File: src/rtl/xlat_walker.sv
module xlat_walker (
  input  logic        clk,
  input  logic        rst_n,
  input  logic        start_valid,
  input  logic [31:0] start_va,
  input  logic [31:0] ttb,
  output logic        busy,
  output logic        done,
  output logic        mem_req_valid,
  input  logic        mem_req_ready,
  output logic [31:0] mem_req_addr,
  input  logic        mem_rsp_valid,
  input  logic [31:0] mem_rsp_data,
  input  logic        mem_rsp_err,
  output logic [31:0] res_pa,
  output logic [1:0]  res_size,
  output logic [1:0]  res_cb,
  output logic [3:0]  res_domain,
  output logic [7:0]  res_ap,
  output logic        res_fault,
  output logic [3:0]  res_status
);

  typedef enum logic [2:0] {S_IDLE, S_L1_REQ, S_L1_WAIT, S_L2_REQ, S_L2_WAIT, S_DONE} st_t;

  localparam logic [1:0] SZ_SMALL   = 2'b00;
  localparam logic [1:0] SZ_LARGE   = 2'b01;
  localparam logic [1:0] SZ_SECTION = 2'b10;

  localparam logic [3:0] FS_L1_XLAT  = 4'b0101;
  localparam logic [3:0] FS_L2_XLAT  = 4'b0111;
  localparam logic [3:0] FS_L1_ABORT = 4'b1100;
  localparam logic [3:0] FS_L2_ABORT = 4'b1110;

  st_t         st;
  logic [31:0] va_q;
  logic [17:0] base_q;
  logic [31:0] l1_q;
  logic [31:0] d;

  assign d             = mem_rsp_data;
  assign busy          = (st != S_IDLE);
  assign done          = (st == S_DONE);
  assign mem_req_valid = (st == S_L1_REQ) || (st == S_L2_REQ);
  assign mem_req_addr  = (st == S_L2_REQ) ? {l1_q[31:10], va_q[19:12], 2'b00}
                                          : {base_q, va_q[31:20], 2'b00};

  always_ff @(posedge clk or negedge rst_n) begin
    if (!rst_n) begin
      st         <= S_IDLE;
      va_q       <= '0;
      base_q     <= '0;
      l1_q       <= '0;
      res_pa     <= '0;
      res_size   <= '0;
      res_cb     <= '0;
      res_domain <= '0;
      res_ap     <= '0;
      res_fault  <= 1'b0;
      res_status <= '0;
    end else begin
      case (st)
        S_IDLE: if (start_valid) begin
          va_q   <= start_va;
          base_q <= ttb[31:14];
          st     <= S_L1_REQ;
        end
        S_L1_REQ: if (mem_req_ready) st <= S_L1_WAIT;
        S_L1_WAIT: if (mem_rsp_valid) begin
          if (mem_rsp_err) begin
            res_pa     <= '0;
            res_size   <= '0;
            res_cb     <= '0;
            res_domain <= '0;
            res_ap     <= '0;
            res_fault  <= 1'b1;
            res_status <= FS_L1_ABORT;
            st         <= S_DONE;
          end else if (d[1:0] == 2'b10) begin
            res_pa     <= {d[31:20], va_q[19:0]};
            res_size   <= SZ_SECTION;
            res_cb     <= d[3:2];
            res_domain <= d[8:5];
            res_ap     <= {4{d[11:10]}};
            res_fault  <= 1'b0;
            res_status <= '0;
            st         <= S_DONE;
          end else if (d[1:0] == 2'b01) begin
            l1_q <= d;
            st   <= S_L2_REQ;
          end else begin
            res_pa     <= '0;
            res_size   <= '0;
            res_cb     <= '0;
            res_domain <= '0;
            res_ap     <= '0;
            res_fault  <= 1'b1;
            res_status <= FS_L1_XLAT;
            st         <= S_DONE;
          end
        end
        S_L2_REQ: if (mem_req_ready) st <= S_L2_WAIT;
        S_L2_WAIT: if (mem_rsp_valid) begin
          res_domain <= l1_q[8:5];
          st         <= S_DONE;
          if (mem_rsp_err) begin
            res_pa     <= '0;
            res_size   <= '0;
            res_cb     <= '0;
            res_ap     <= '0;
            res_fault  <= 1'b1;
            res_status <= FS_L2_ABORT;
          end else if (d[1:0] == 2'b10) begin
            res_pa     <= {d[31:12], va_q[11:0]};
            res_size   <= SZ_SMALL;
            res_cb     <= d[3:2];
            res_ap     <= d[11:4];
            res_fault  <= 1'b0;
            res_status <= '0;
          end else if (d[1:0] == 2'b01) begin
            res_pa     <= {d[31:16], va_q[15:0]};
            res_size   <= SZ_LARGE;
            res_cb     <= d[3:2];
            res_ap     <= d[11:4];
            res_fault  <= 1'b0;
            res_status <= '0;
          end else begin
            res_pa     <= '0;
            res_size   <= '0;
            res_cb     <= '0;
            res_ap     <= '0;
            res_fault  <= 1'b1;
            res_status <= FS_L2_XLAT;
          end
        end
        S_DONE: st <= S_IDLE;
        default: st <= S_IDLE;
      endcase
    end
  end

  p_req_hold_r9: assert property (@(posedge clk) disable iff (!rst_n)
    mem_req_valid && !mem_req_ready |=> mem_req_valid && $stable(mem_req_addr));

  p_done_pulse_r10: assert property (@(posedge clk) disable iff (!rst_n)
    done |=> !done);

  p_busy_end_r10: assert property (@(posedge clk) disable iff (!rst_n)
    $fell(busy) |-> $past(done));

  p_result_hold_r11: assert property (@(posedge clk) disable iff (!rst_n)
    !busy |=> $stable({res_pa, res_size, res_cb, res_domain, res_ap, res_fault, res_status}));

  p_status_codes_r8: assert property (@(posedge clk) disable iff (!rst_n)
    done && res_fault |-> (res_status == FS_L1_XLAT) || (res_status == FS_L2_XLAT) ||
                          (res_status == FS_L1_ABORT) || (res_status == FS_L2_ABORT));

  p_ok_result_r2: assert property (@(posedge clk) disable iff (!rst_n)
    done && !res_fault |-> res_status == 4'b0000 && res_size != 2'b11);

endmodule

File: config.mk
export PLATFORM = sky130hd
export DESIGN_NAME = xlat_walker
export DESIGN_NICKNAME = d
export VERILOG_FILES = /design/src/rtl/xlat_walker.sv
export SDC_FILE = /design/constraint.sdc
export NUM_CORES = 1
export LEC_CHECK = 0
export BUFFER_PORTS_ARGS = -buffer_cell sky130_fd_sc_hd__buf_2
export CORE_ASPECT_RATIO = 0.9
export CORE_MARGIN = 1.5
export CORE_UTILIZATION = 55
export CTS_BUF_LIST = sky130_fd_sc_hd__clkbuf_16
export CTS_CLUSTER_SIZE = 25
export DETAILED_ROUTE_END_ITERATION = 10
export GPL_TIMING_DRIVEN = 0
export HOLD_SLACK_MARGIN = 0.06
export PLACE_DENSITY = 0.91
export SYNTH_ARGS = -nofsm -noshare
export SYNTH_HDL_FRONTEND = slang
export SYNTH_SLANG_ARGS = --single-unit
File: constraint.sdc
create_clock -name clk -period 4.94 [get_ports clk]
set_input_delay 0.741 -clock clk [delete_from_list [all_inputs] [get_ports clk]]
set_output_delay 0.741 -clock clk [all_outputs]
set_load 0.05 [all_outputs]
# --- After elaboration in Yosys (flattened, before gate mapping) ---
# Index checks and enable logic that the tools add are counted.
# Widths: inputs -> output; s select.
classes:
  n_eq_ne: 13
  reduce_logical: 8
  mux: 69
  bitwise: 2
ops:
  columns: ["cell", "count"]
  rows:
  - ["$mux 32", 9]
  - ["$mux 8", 8]
  - ["$pmux 32 s2", 1]
  - ["$mux 4", 11]
  - ["$mux 3", 10]
  - ["$mux 2", 12]
  - ["$pmux 4 s2", 2]
  - ["$pmux 8 s2", 1]
  - ["$pmux 3 s5", 1]
  - ["$mux 1", 11]
  - ["$ne 2x2->1 const B", 5]
  - ["$reduce_and 5->1", 2]
  - ["$pmux 2 s2", 2]
  - ["$eq 3x2->1 const B", 2]
  - ["$eq 3x3->1 const B", 2]
  - ["$ne 4x4->1 const B", 1]
  - ["$reduce_and 4->1", 1]
  - ["$eq 3x1->1 const B", 1]
  - ["$logic_not 3->1", 1]
  - ["$reduce_bool 3->1", 1]
  - ["$eq 2x1->1 const B", 1]
  - ["$eq 2x2->1 const B", 1]
  - ["$not 1->1", 2]
  - ["$pmux 1 s2", 1]
  - ["other kinds (3)", 3]
totals:
  output_inout_bits: 88
  reg_bits: 138

# --- Depth between registers and ports, before layout ---
# Gate-level depths: netlist of the first run.
logic_depth:
  ltp_word: 6
  depth_mapped: 8

# --- Least setup slack after synthesis of the first run ---
# No wires, ideal clock.
synth_path:
  path_type: "register to output"
  from: "register st[0]"
  to: "output mem_req_addr[10]"
  arrival_ns: 2.058
  path_buffers: 2
  setup_slack_ns: 2.141
  path_stages_with_launch: 6
  path_cell_list: "dfrtp_1 > buf_6 > nor2b_1 > nand2_1 > buf_2 > mux2_2"
synth_via:
  elab_chain_len: 2
synth_rtl:
  columns: ["element", "line_no", "rtl"]
  rows:
  - ["start: declaration", "35", "st_t st;"]
  - ["start signal: assignment", "50", "st <= S_IDLE;"]
  - ["start signal: assignment", "66", "st <= S_L1_REQ;"]
  - ["start signal: assignment", "68", "S_L1_REQ: if (mem_req_ready) st <= S_L1_WAIT;"]
  - ["$eq 3x2->1", "45", "assign mem_req_addr = (st == S_L2_REQ) ? {l1_q[31:10], va_q[19:12], 2'b00}"]
  - ["$mux 32", "45", null]
  - ["end: declaration", "11", "output logic [31:0] mem_req_addr,"]
# Every way passes these cells.

# --- Worst setup path after layout of the first run ---
layout_path:
  from: "register st[0]"
  to: "output mem_req_addr[26]"
# The elaborated chain is that of the path after synthesis.

==> flow_metrics.py, run 1 <==
metrics = {
    "synthesis": {
        "ys_seq_area_frac": 0.573,
        "syn_inst": 475,
        "yosys.area.top_type_share": 0.573,
        "synth_cell_types": 43,
        "ys_top_cells_by_area": "dfrtp_1 57%, mux2_2 20%, nand2_1 4.7%",
        "ys_seq_elements": 132,
        "synthesis.area_um2": 5770,
        "synth_edf_count": 0,
        "yosysTopAreaCell": "dfrtp_1",
        "synth.most_common_cell": "dfrtp_1",
        "yosys_warnings": 0,
        "ys.flop_type": "dfrtp_1",
        "synth-async-reset-ratio": 1.00,
        "synthTopCellsByCount": "132 x dfrtp_1, 103 x mux2_2, 72 x nand2_1, 30 x nor2_1, 24 x o21ai_0",
        "post_synth.cell_area_avg_um2": 12.1,
    },
    "job": {
        "drv_cap": 0,
    },
    "clock_tree": {
        "cts_htree_levels": 4,
        "cts-root-buf": "clkbuf_16",
        "cts_setup_buffers": 0,
        "cts_resized": 0,
        "numCtsBuffers": 17,
        "path_clk_slew_ns": 0.06,
        "cts.path.max_buffers": 2,
        "clk_latency_ns": 0.42,
        "holdBufCountCts": 0,
        "tritoncts": "yes",
        "cts_sinks": 132,
    },
    "setup_path": {
        "r2r_end": "res_ap[2]",
        "worst_ep_arrival_time_ns": 2.21,
        "crit_fanout": 10,
        "r2r_slack_ns": 2.90,
        "cpMaxStageDelayCell": "dfrtp_1",
        "max_stage_delay_ns": 0.44,
        "worstSetupEndpointType": "output port",
        "crit_top_cell": "buf_2",
        "regToRegStartpoint": "st[0]",
        "path_class": "flip-flop to output port",
        "r2r.worst_path.cells": 6,
        "critPathRequiredTime_ns": 4.20,
        "path_delay_family": "buffers and inverters",
        "critical_path_buf_inv_count": 3,
        "critPathLaunchType": "flip-flop",
        "path_cells": "buf_6, nor2b_1, nand2_1, buf_2, mux2_2, buf_2",
    },
    "layout": {
        "n_fill_cell": 713,
        "diodes": 0,
        "fin_nets": 773,
        "drive_above_1_share": 0.486,
        "regArea_um2": 3300,
        "layout.cells.non_filler": 810,
        "multi_input_area_um2": 2270,
        "area_growth_pct": 27.6,
        "fin_util": 0.721,
    },
    "die": {
        "row_count": 35,
        "die_area_um2": 11100,
        "die_y_um": 100,
        "initial_utilization": 0.565,
        "die_x_um": 111,
        "core_area_um2": 10200,
        "ioPinCount": 190,
    },
    "power": {
        "p_seq_frac": 0.320,
        "clkPwrFrac": 0.196,
        "leakage_uw": 0.00360,
        "intPower_uw": 3100,
        "power.switching_uw": 2660,
        "max-vdd-ir-drop_mv": 0.548,
        "power.share.combinational": 0.485,
        "p_sw_frac": 0.462,
        "p_per_area_nw_per_um2": 783,
    },
    "placed_design": {
        "dp_cells": 779,
        "io_buffers": 173,
        "gp_congestion": 0.876,
        "dp_hpwl_um": 10700,
    },
    "global_routing": {
        "grt_pass1_vias": 4825,
        "grt_start_max_net_pins": 102,
        "overflow": 0,
        "grt_usage": 0.284,
        "grt_pass1_wl_um": 24200,
        "antenna_found_initial": 1,
    },
    "timing": {
        "fmax_ghz": 0.339,
        "drv_slew": 0,
        "rsz0062_at_grt": "no",
        "relSlewSlack": 0.634,
        "tightest_slew_ns": 0.549,
        "final_hold_viol_count": 0,
        "skew_ns": 0.00748,
        "period_needed_ns": 2.95,
        "fin_crit_sh": 0.596,
        "tns_ns": 0,
        "setup_viol": 0,
    },
    "outcome": {
        "status": "finished, final reports clean",
    },
    "routing": {
        "wl_per_cell_um": 18.3,
        "post-route-drc-count": 0,
        "totalWireLength_um": 14800,
        "drt_iter0_drc": 404,
        "viasPerCell": 5.64,
        "ant_nets": 0,
        "vias": 4567,
        "firstDrtPassIters": 5,
    },
    "worst_hold_path": {
        "hp-class": "input pin to async pin",
    },
}
## kinds of logic (layout without fill, tap and decap cells)
kind of cell             after synthesis  after routing  synth area share
AND/OR/NAND/NOR                      125            125            0.0955
flip-flops                           132            132             0.573
XOR/XNOR                               1              1           0.00152
AO/OA/AOI/OAI                         65             65            0.0744
other                                  1              2          0.000650
buffers and inverters                 37            242            0.0334
adder cells (fa/ha/maj)                2              2           0.00434
multiplexers                         112            112             0.217
## registers in the layout (all words and copies together), names as in the netlist
signal	flops
base_q	18
l1_q	26
res_ap	8
res_cb	2
res_domain	4
res_fault	1
res_pa	32
res_size	2
res_status	4
st	3
va_q	32
## final cells by class
type,count,area share
Clock buffer,17,0.0578
Inverter,5,0.00255
Sequential cell,132,0.449
Tap cell,129,0.0219
Buffer,32,0.0236
Multi-Input combinational cell,307,0.309
Clock inverter,14,0.0134
Timing Repair Buffer,174,0.122
## layer usage
layer,GRT usage,up-vias,part of all wire
met1,0.346,2230,0.41
met5,0,-,0
met4,0.119,0,0.025
li1,-,2052,-
met3,0.0876,29,0.088
met2,0.474,256,0.48
## how the worst max path moves through the flow
| stage | from | end | slack [ns] | cells after the start |
|---|---|---|---|---|
| 3_5_place_dp | mem_rsp_data[0] | res_domain[1] | 2.28 | 6 |
| 4_1_cts | st[0] | mem_req_addr[24] | 2.01 | 6 |
| 6_report | st[0] | mem_req_addr[26] | 1.99 | 6 |
| 5_1_grt | st[0] | mem_req_addr[27] | 1.93 | 6 |
| 2_1_floorplan | st[0] | mem_req_addr[10] | 2.14 | 5 |
| 3_3_place_gp | rst_n | res_pa[5] | 1.52 | 1 |
## placed cells by master (no fill, tap or decap), types with 4 or more instances in the layout
master       n
nand3_1      5
mux2i_1      6
nor2_1      30
dfrtp_1    132
nand2_1     72
a22o_1       4
clkinv_1     4
clkbuf_1     8
clkbuf_16   17
o21ai_0     24
o2bb2ai_1    4
inv_1        7
o21ai_1      7
a31oi_1      5
mux2_2     103
buf_2      188
a221oi_1    10
buf_4        7
## power groups by stage
| stage | Clock [µW] | Sequential [µW] | Combinational, µW |
|---|---|---|---|
| after floorplan | 0 | 2390 | 1560 |
| after global placement | 0 | 1810 | 2710 |
| after detailed placement | 0 | 1850 | 2780 |
| after CTS | 1130 | 1840 | 2800 |
| after global routing | 1190 | 1900 | 2940 |
| final | 1130 | 1840 | 2790 |
## per-stage QoR
stage	cell area (µm²)	total power, µW	hold WS [ns]	setup slack (ns)
CTS	7360	5770	0.207	2.01
detailed placement	6830	4630	0.468	2.28
global route	7360	6030	0.211	1.93
global placement	6800	4520	0.457	1.52
finish	7360	5760	0.201	1.99
floorplan	5770	3960	0.445	2.14
Note: power is estimated with default switching activity, not from simulation.
==> inputs of run 2 (changes only) <==
Settings changed: CORE_UTILIZATION 55 to 51, PLACE_DENSITY 0.91 to 0.85.
Clock period 4.94 ns to 2.8 ns, I/O delays scaled along.
==> run 2 against run 1 <==
Effect of this change:
- via count is 3.1% lower
- clock power up 78%
- non-clock buffer count grew 1
==> flow_metrics.py, run 2 (synthesis gave the netlist of run 1 again) <==
metrics = {
    "power": {
        "max-vdd-ir-drop_mv": 0.836,
        "p_sw_frac": 0.454,
        "p_per_area_nw_per_um2": 1370,
        "power.share.combinational": 0.483,
        "intPower_uw": 5540,
        "clkPwrFrac": 0.198,
        "leakage_uw": 0.00362,
        "p_seq_frac": 0.319,
        "power.switching_uw": 4600,
    },
    "clock_tree": {
        "tritoncts": "yes",
        "clk_latency_ns": 0.41,
        "cts-root-buf": "clkbuf_16",
        "cts_resized": 0,
        "cts_sinks": 132,
        "path_clk_slew_ns": 0.05,
        "cts_htree_levels": 4,
        "numCtsBuffers": 17,
        "cts.path.max_buffers": 2,
        "cts_setup_buffers": 0,
    },
    "layout": {
        "final_cell_mix": "188 x buf_2, 132 x dfrtp_1, 103 x mux2_2",
        "drive_above_1_share": 0.480,
        "final_common_cell": "buf_2",
        "largest_registers": "res_pa (32), va_q (32), l1_q (26)",
        "fin_util": 0.679,
        "final_area_um2": 7400,
        "diodes": 0,
        "area_growth_pct": 28.3,
        "fin_nets": 774,
    },
    "global_routing": {
        "grt_usage": 0.264,
        "overflow": 0,
        "grt_pass1_vias": 4700,
        "antenna_found_initial": 0,
        "grt_start_max_net_pins": 78,
        "grt_pass1_wl_um": 23700,
    },
    "timing": {
        "setup_viol": 0,
        "skew_ns": 0.00631,
        "timing.final.ws_setup_ns": 0.199,
        "relSlewSlack": 0.583,
        "drv_slew": 0,
        "final_hold_viol_count": 0,
        "fin_crit_sh": 0.929,
        "rsz0062_at_grt": "no",
        "period_needed_ns": 2.60,
        "tightest_slew_ns": 0.625,
        "fmax_ghz": 0.384,
    },
    "die": {
        "core_area_um2": 10900,
        "row_count": 36,
        "die_x_um": 115,
        "die_area_um2": 12000,
        "initial_utilization": 0.529,
        "ioPinCount": 190,
        "die_y_um": 104,
    },
    "routing": {
        "firstDrtPassIters": 4,
        "drt_iter0_drc": 322,
        "ant_nets": 0,
        "wl_per_cell_um": 17.8,
        "viasPerCell": 5.31,
        "post-route-drc-count": 0,
        "vias": 4424,
        "totalWireLength_um": 14800,
    },
    "placed_design": {
        "io_buffers": 173,
        "dp_hpwl_um": 10900,
        "gp_congestion": 0.865,
        "place_area_um2": 6860,
        "place_ws_ns": 0.446,
    },
    "setup_path": {
        "crit_fanout": 10,
        "critPathRequiredTime_ns": 2.38,
        "worst_ep_arrival_time_ns": 2.18,
        "worstSetupEndpointType": "output port",
        "critPathLaunchType": "flip-flop",
        "path_class": "flip-flop to output port",
    },
    "job": {
        "drv_cap": 0,
    },
    "worst_hold_path": {
        "hp-class": "input pin to flip-flop",
    },
    "outcome": {
        "status": "finished, final reports clean",
    },
}
## run 2: worst paths after layout
path                            depth (start not counted)  slack, ns               end    startpoint
min in group asynchronous                               2       0.53         res_pa[3]         rst_n
worst min register to register                          2       0.47         res_pa[1]     res_pa[1]
max in group asynchronous                               3       1.52          l1_q[15]         rst_n
worst max register to register                          5       0.81          va_q[16]         st[1]
worst min-delay path                                    2       0.23          va_q[20]  start_va[20]
worst max-delay path                                    6       0.20  mem_req_addr[10]         st[0]
## run 2: final cells by class
class | instances | area (µm²)
fill | 848 | 3500
sequential | 132 | 3300
multi-input combinational | 307 | 2270
timing repair buffer | 175 | 910
clock buffer | 17 | 425
tap | 152 | 190
buffer | 32 | 174
clock inverter | 13 | 104
inverter | 5 | 18.8
## run 2: routing by layer
| metal | vias to the layer above | track usage | wire length (µm) |
|---|---|---|---|
| met4 | 0 | 0.109 | 392 |
| met5 | - | 0 | 0 |
| met1 | 2153 | 0.316 | 6020 |
| li1 | 2055 | - | - |
| met2 | 187 | 0.433 | 7210 |
| met3 | 29 | 0.0932 | 1180 |
## run 2: worst max-delay path, stage by stage (launching register included)
cell and delay, ns:
dfrtp_1 0.42, buf_6 0.16, nor2b_1 0.14, nand2_1 0.14
buf_2 0.30, mux2_2 0.39, buf_2 0.22
## run 2: what timing repair did
item                                    4_1_cts  5_1_grt
endpoints found under the hold margin        55        0
endpoints found under the setup margin        0        0
hold buffers                                  1        0
## run 2: power groups by stage
| stage | registers, µW | clock network, µW | logic [µW] |
|---|---|---|---|
| floorplan | 4220 | 0 | 2750 |
| global placement | 3180 | 0 | 4800 |
| detailed placement | 3260 | 0 | 4920 |
| CTS | 3240 | 2050 | 4940 |
| global route | 3350 | 2130 | 5180 |
| finish | 3230 | 2010 | 4900 |
## run 2: per-stage QoR
stage,total power [µW],hold WS (ns),cells,TNS [ns]
6_report,10100,0.233,833,0
5_1_grt,10700,0.215,833,0
4_1_cts,10200,0.208,833,0
3_5_place_dp,8170,0.411,802,0
3_3_place_gp,7980,0.456,801,-40.87
2_1_floorplan,6980,0.124,476,0
==> inputs of run 3 (changes only) <==
Settings changed: CTS_BUF_LIST sky130_fd_sc_hd__clkbuf_16 to sky130_fd_sc_hd__clkbuf_4 sky130_fd_sc_hd__clkbuf_8 sky130_fd_sc_hd__clkbuf_16, PLACE_DENSITY 0.85 to 0.8.
==> run 3 against run 2 <==
Effect of this change:
- sequential share of layout area down 0.19 points
- combinational power about the same
- final cell count is the same
- flip-flop and latch count did not move
- via count up 0.57%
- register-to-register slack barely moved
- clock-buffer cell count increased by 8
- setup slack worse by 0.019 ns
- core utilization increased by 0.29 points
- hold slack worse by 0.0023 ns
- critical path depth did not move
- non-clock buffer count did not move
- critical path type unchanged
==> flow_metrics.py, run 3 (synthesis gave the netlist of run 1 again) <==
metrics = {
    "outcome": {
        "status": "finished, final reports clean",
    },
    "routing": {
        "ant_nets": 0,
        "wl_per_cell_um": 17.8,
        "vias": 4449,
        "drt_iter0_drc": 375,
        "totalWireLength_um": 14800,
        "viasPerCell": 5.34,
        "post-route-drc-count": 0,
        "firstDrtPassIters": 4,
    },
    "global_routing": {
        "grt_usage": 0.265,
        "grt_pass1_wl_um": 24300,
        "overflow": 0,
        "grt_use_met3": 0.0903,
        "grt.busiest_layer": "met2",
        "grt_util_met1": 0.327,
        "grt_use_met2": 0.435,
        "antenna_found_initial": 0,
        "grt_pass1_vias": 4766,
        "grt_start_max_net_pins": 95,
    },
    "placed_design": {
        "gp_congestion": 0.840,
        "dp_cells": 802,
        "io_buffers": 173,
        "dp_hpwl_um": 10700,
        "place_area_um2": 6860,
        "place_ws_ns": 0.491,
    },
    "timing": {
        "tns_ns": 0,
        "period_needed_ns": 2.62,
        "timing.final.ws_setup_ns": 0.179,
        "final_hold_viol_count": 0,
        "fmax_ghz": 0.382,
        "fin_crit_sh": 0.936,
        "skew_ns": 0.00562,
        "setup_viol": 0,
        "tightest_slew_ns": 0.595,
        "rsz0062_at_grt": "no",
        "relSlewSlack": 0.603,
        "drv_slew": 0,
    },
    "layout": {
        "diodes": 0,
        "area_growth_pct": 28.9,
        "final_common_cell": "buf_2",
        "largest_registers": "res_pa (32), va_q (32), l1_q (26)",
        "layout.cells.non_filler": 833,
        "final_cell_mix": "188 x buf_2, 132 x dfrtp_1, 103 x mux2_2",
        "fin_nets": 774,
        "drive_above_1_share": 0.493,
        "final_area_um2": 7430,
        "n_fill_cell": 849,
    },
    "setup_path": {
        "critPathRequiredTime_ns": 2.38,
        "worst_ep_arrival_time_ns": 2.20,
        "worstSetupEndpointType": "output port",
        "path_class": "flip-flop to output port",
        "critPathLaunchType": "flip-flop",
        "crit_fanout": 10,
    },
    "worst_hold_path": {
        "hp-class": "input pin to flip-flop",
    },
    "power": {
        "p_sw_frac": 0.451,
        "power.switching_uw": 4610,
        "clkPwrFrac": 0.203,
        "p_seq_frac": 0.317,
        "intPower_uw": 5610,
        "p_per_area_nw_per_um2": 1380,
        "power.share.combinational": 0.480,
        "power_uw": 10200,
        "leakage_uw": 0.00363,
        "max-vdd-ir-drop_mv": 0.819,
    },
    "clock_tree": {
        "tritoncts": "yes",
        "cts_htree_levels": 4,
        "numCtsBuffers": 17,
        "clk_latency_ns": 0.41,
        "cts_resized": 0,
        "path_clk_slew_ns": 0.05,
        "cts_sinks": 132,
        "cts.path.max_buffers": 2,
        "cts-root-buf": "clkbuf_16",
    },
    "die": {
        "ioPinCount": 190,
        "row_count": 36,
        "initial_utilization": 0.529,
        "die_area_um2": 12000,
        "die_x_um": 115,
        "die_y_um": 104,
        "core_area_um2": 10900,
    },
    "job": {
        "drv_cap": 0,
    },
}
-- run 3: cell count changes in the layout (fill, tap and decap cells not counted), sizes merged --
cell    before  now
clkbuf      25   33
clkinv       7    4
bufinv       2    1
inv          9    5
-- run 3: metrics by stage --
step | hold slack (ns) | utilization
floorplan | 0.124 | -
global placement | 0.456 | 0.626
detailed placement | 0.349 | 0.629
CTS | 0.214 | 0.682
global route | 0.227 | 0.682
finish | 0.231 | 0.682
-- run 3: path summary, 6_finish.rpt --
| kind | start | to | slack [ns] | cells after the start |
|---|---|---|---|---|
| worst max register to register | st[1] | va_q[9] | 0.80 | 5 |
| worst max-delay path | st[0] | mem_req_addr[6] | 0.18 | 6 |
| min in group asynchronous | rst_n | res_pa[4] | 0.48 | 2 |
| max in group asynchronous | rst_n | base_q[4] | 1.55 | 3 |
| worst min register to register | res_pa[3] | res_pa[3] | 0.47 | 2 |
| worst min-delay path | start_va[20] | va_q[20] | 0.23 | 2 |
-- run 3: worst max-delay path, cell delays in order, from the launching register on --
cell     delay, ns
dfrtp_1       0.43
buf_6         0.16
nor2b_1       0.14
nand2_1       0.16
buf_2         0.30
mux2_2        0.38
buf_2         0.22
-- run 3: timing repair --
| item | CTS | global route |
|---|---|---|
| buffers inserted | 0 | 0 |
| hold endpoints to repair | 38 | 0 |
| hold buffers | 1 | 0 |
-- run 3: final cells by class --
type | instances | area (µm²) | share of cell area
Clock inverter | 5 | 50.0 | 0.00674
Inverter | 5 | 18.8 | 0.00253
Timing Repair Buffer | 175 | 910 | 0.122
Sequential cell | 132 | 3300 | 0.445
Clock buffer | 25 | 510 | 0.0687
Multi-Input combinational cell | 307 | 2270 | 0.306
Tap cell | 152 | 190 | 0.0256
Buffer | 32 | 174 | 0.0234
-- run 3: layer usage --
metal  wire [µm]  share of wire
met2        7150           0.48
met4         270          0.018
met1        6100           0.41
met3        1280          0.086
met5           0              0
-- run 3: power groups by stage --
stage | combinational (µW) | clock [µW] | sequential [µW]
final | 4910 | 2080 | 3240
after global placement | 4800 | 0 | 3190
after CTS | 4920 | 2120 | 3230
after detailed placement | 4900 | 0 | 3250
after global routing | 5190 | 2210 | 3340
after floorplan | 2750 | 0 | 4220
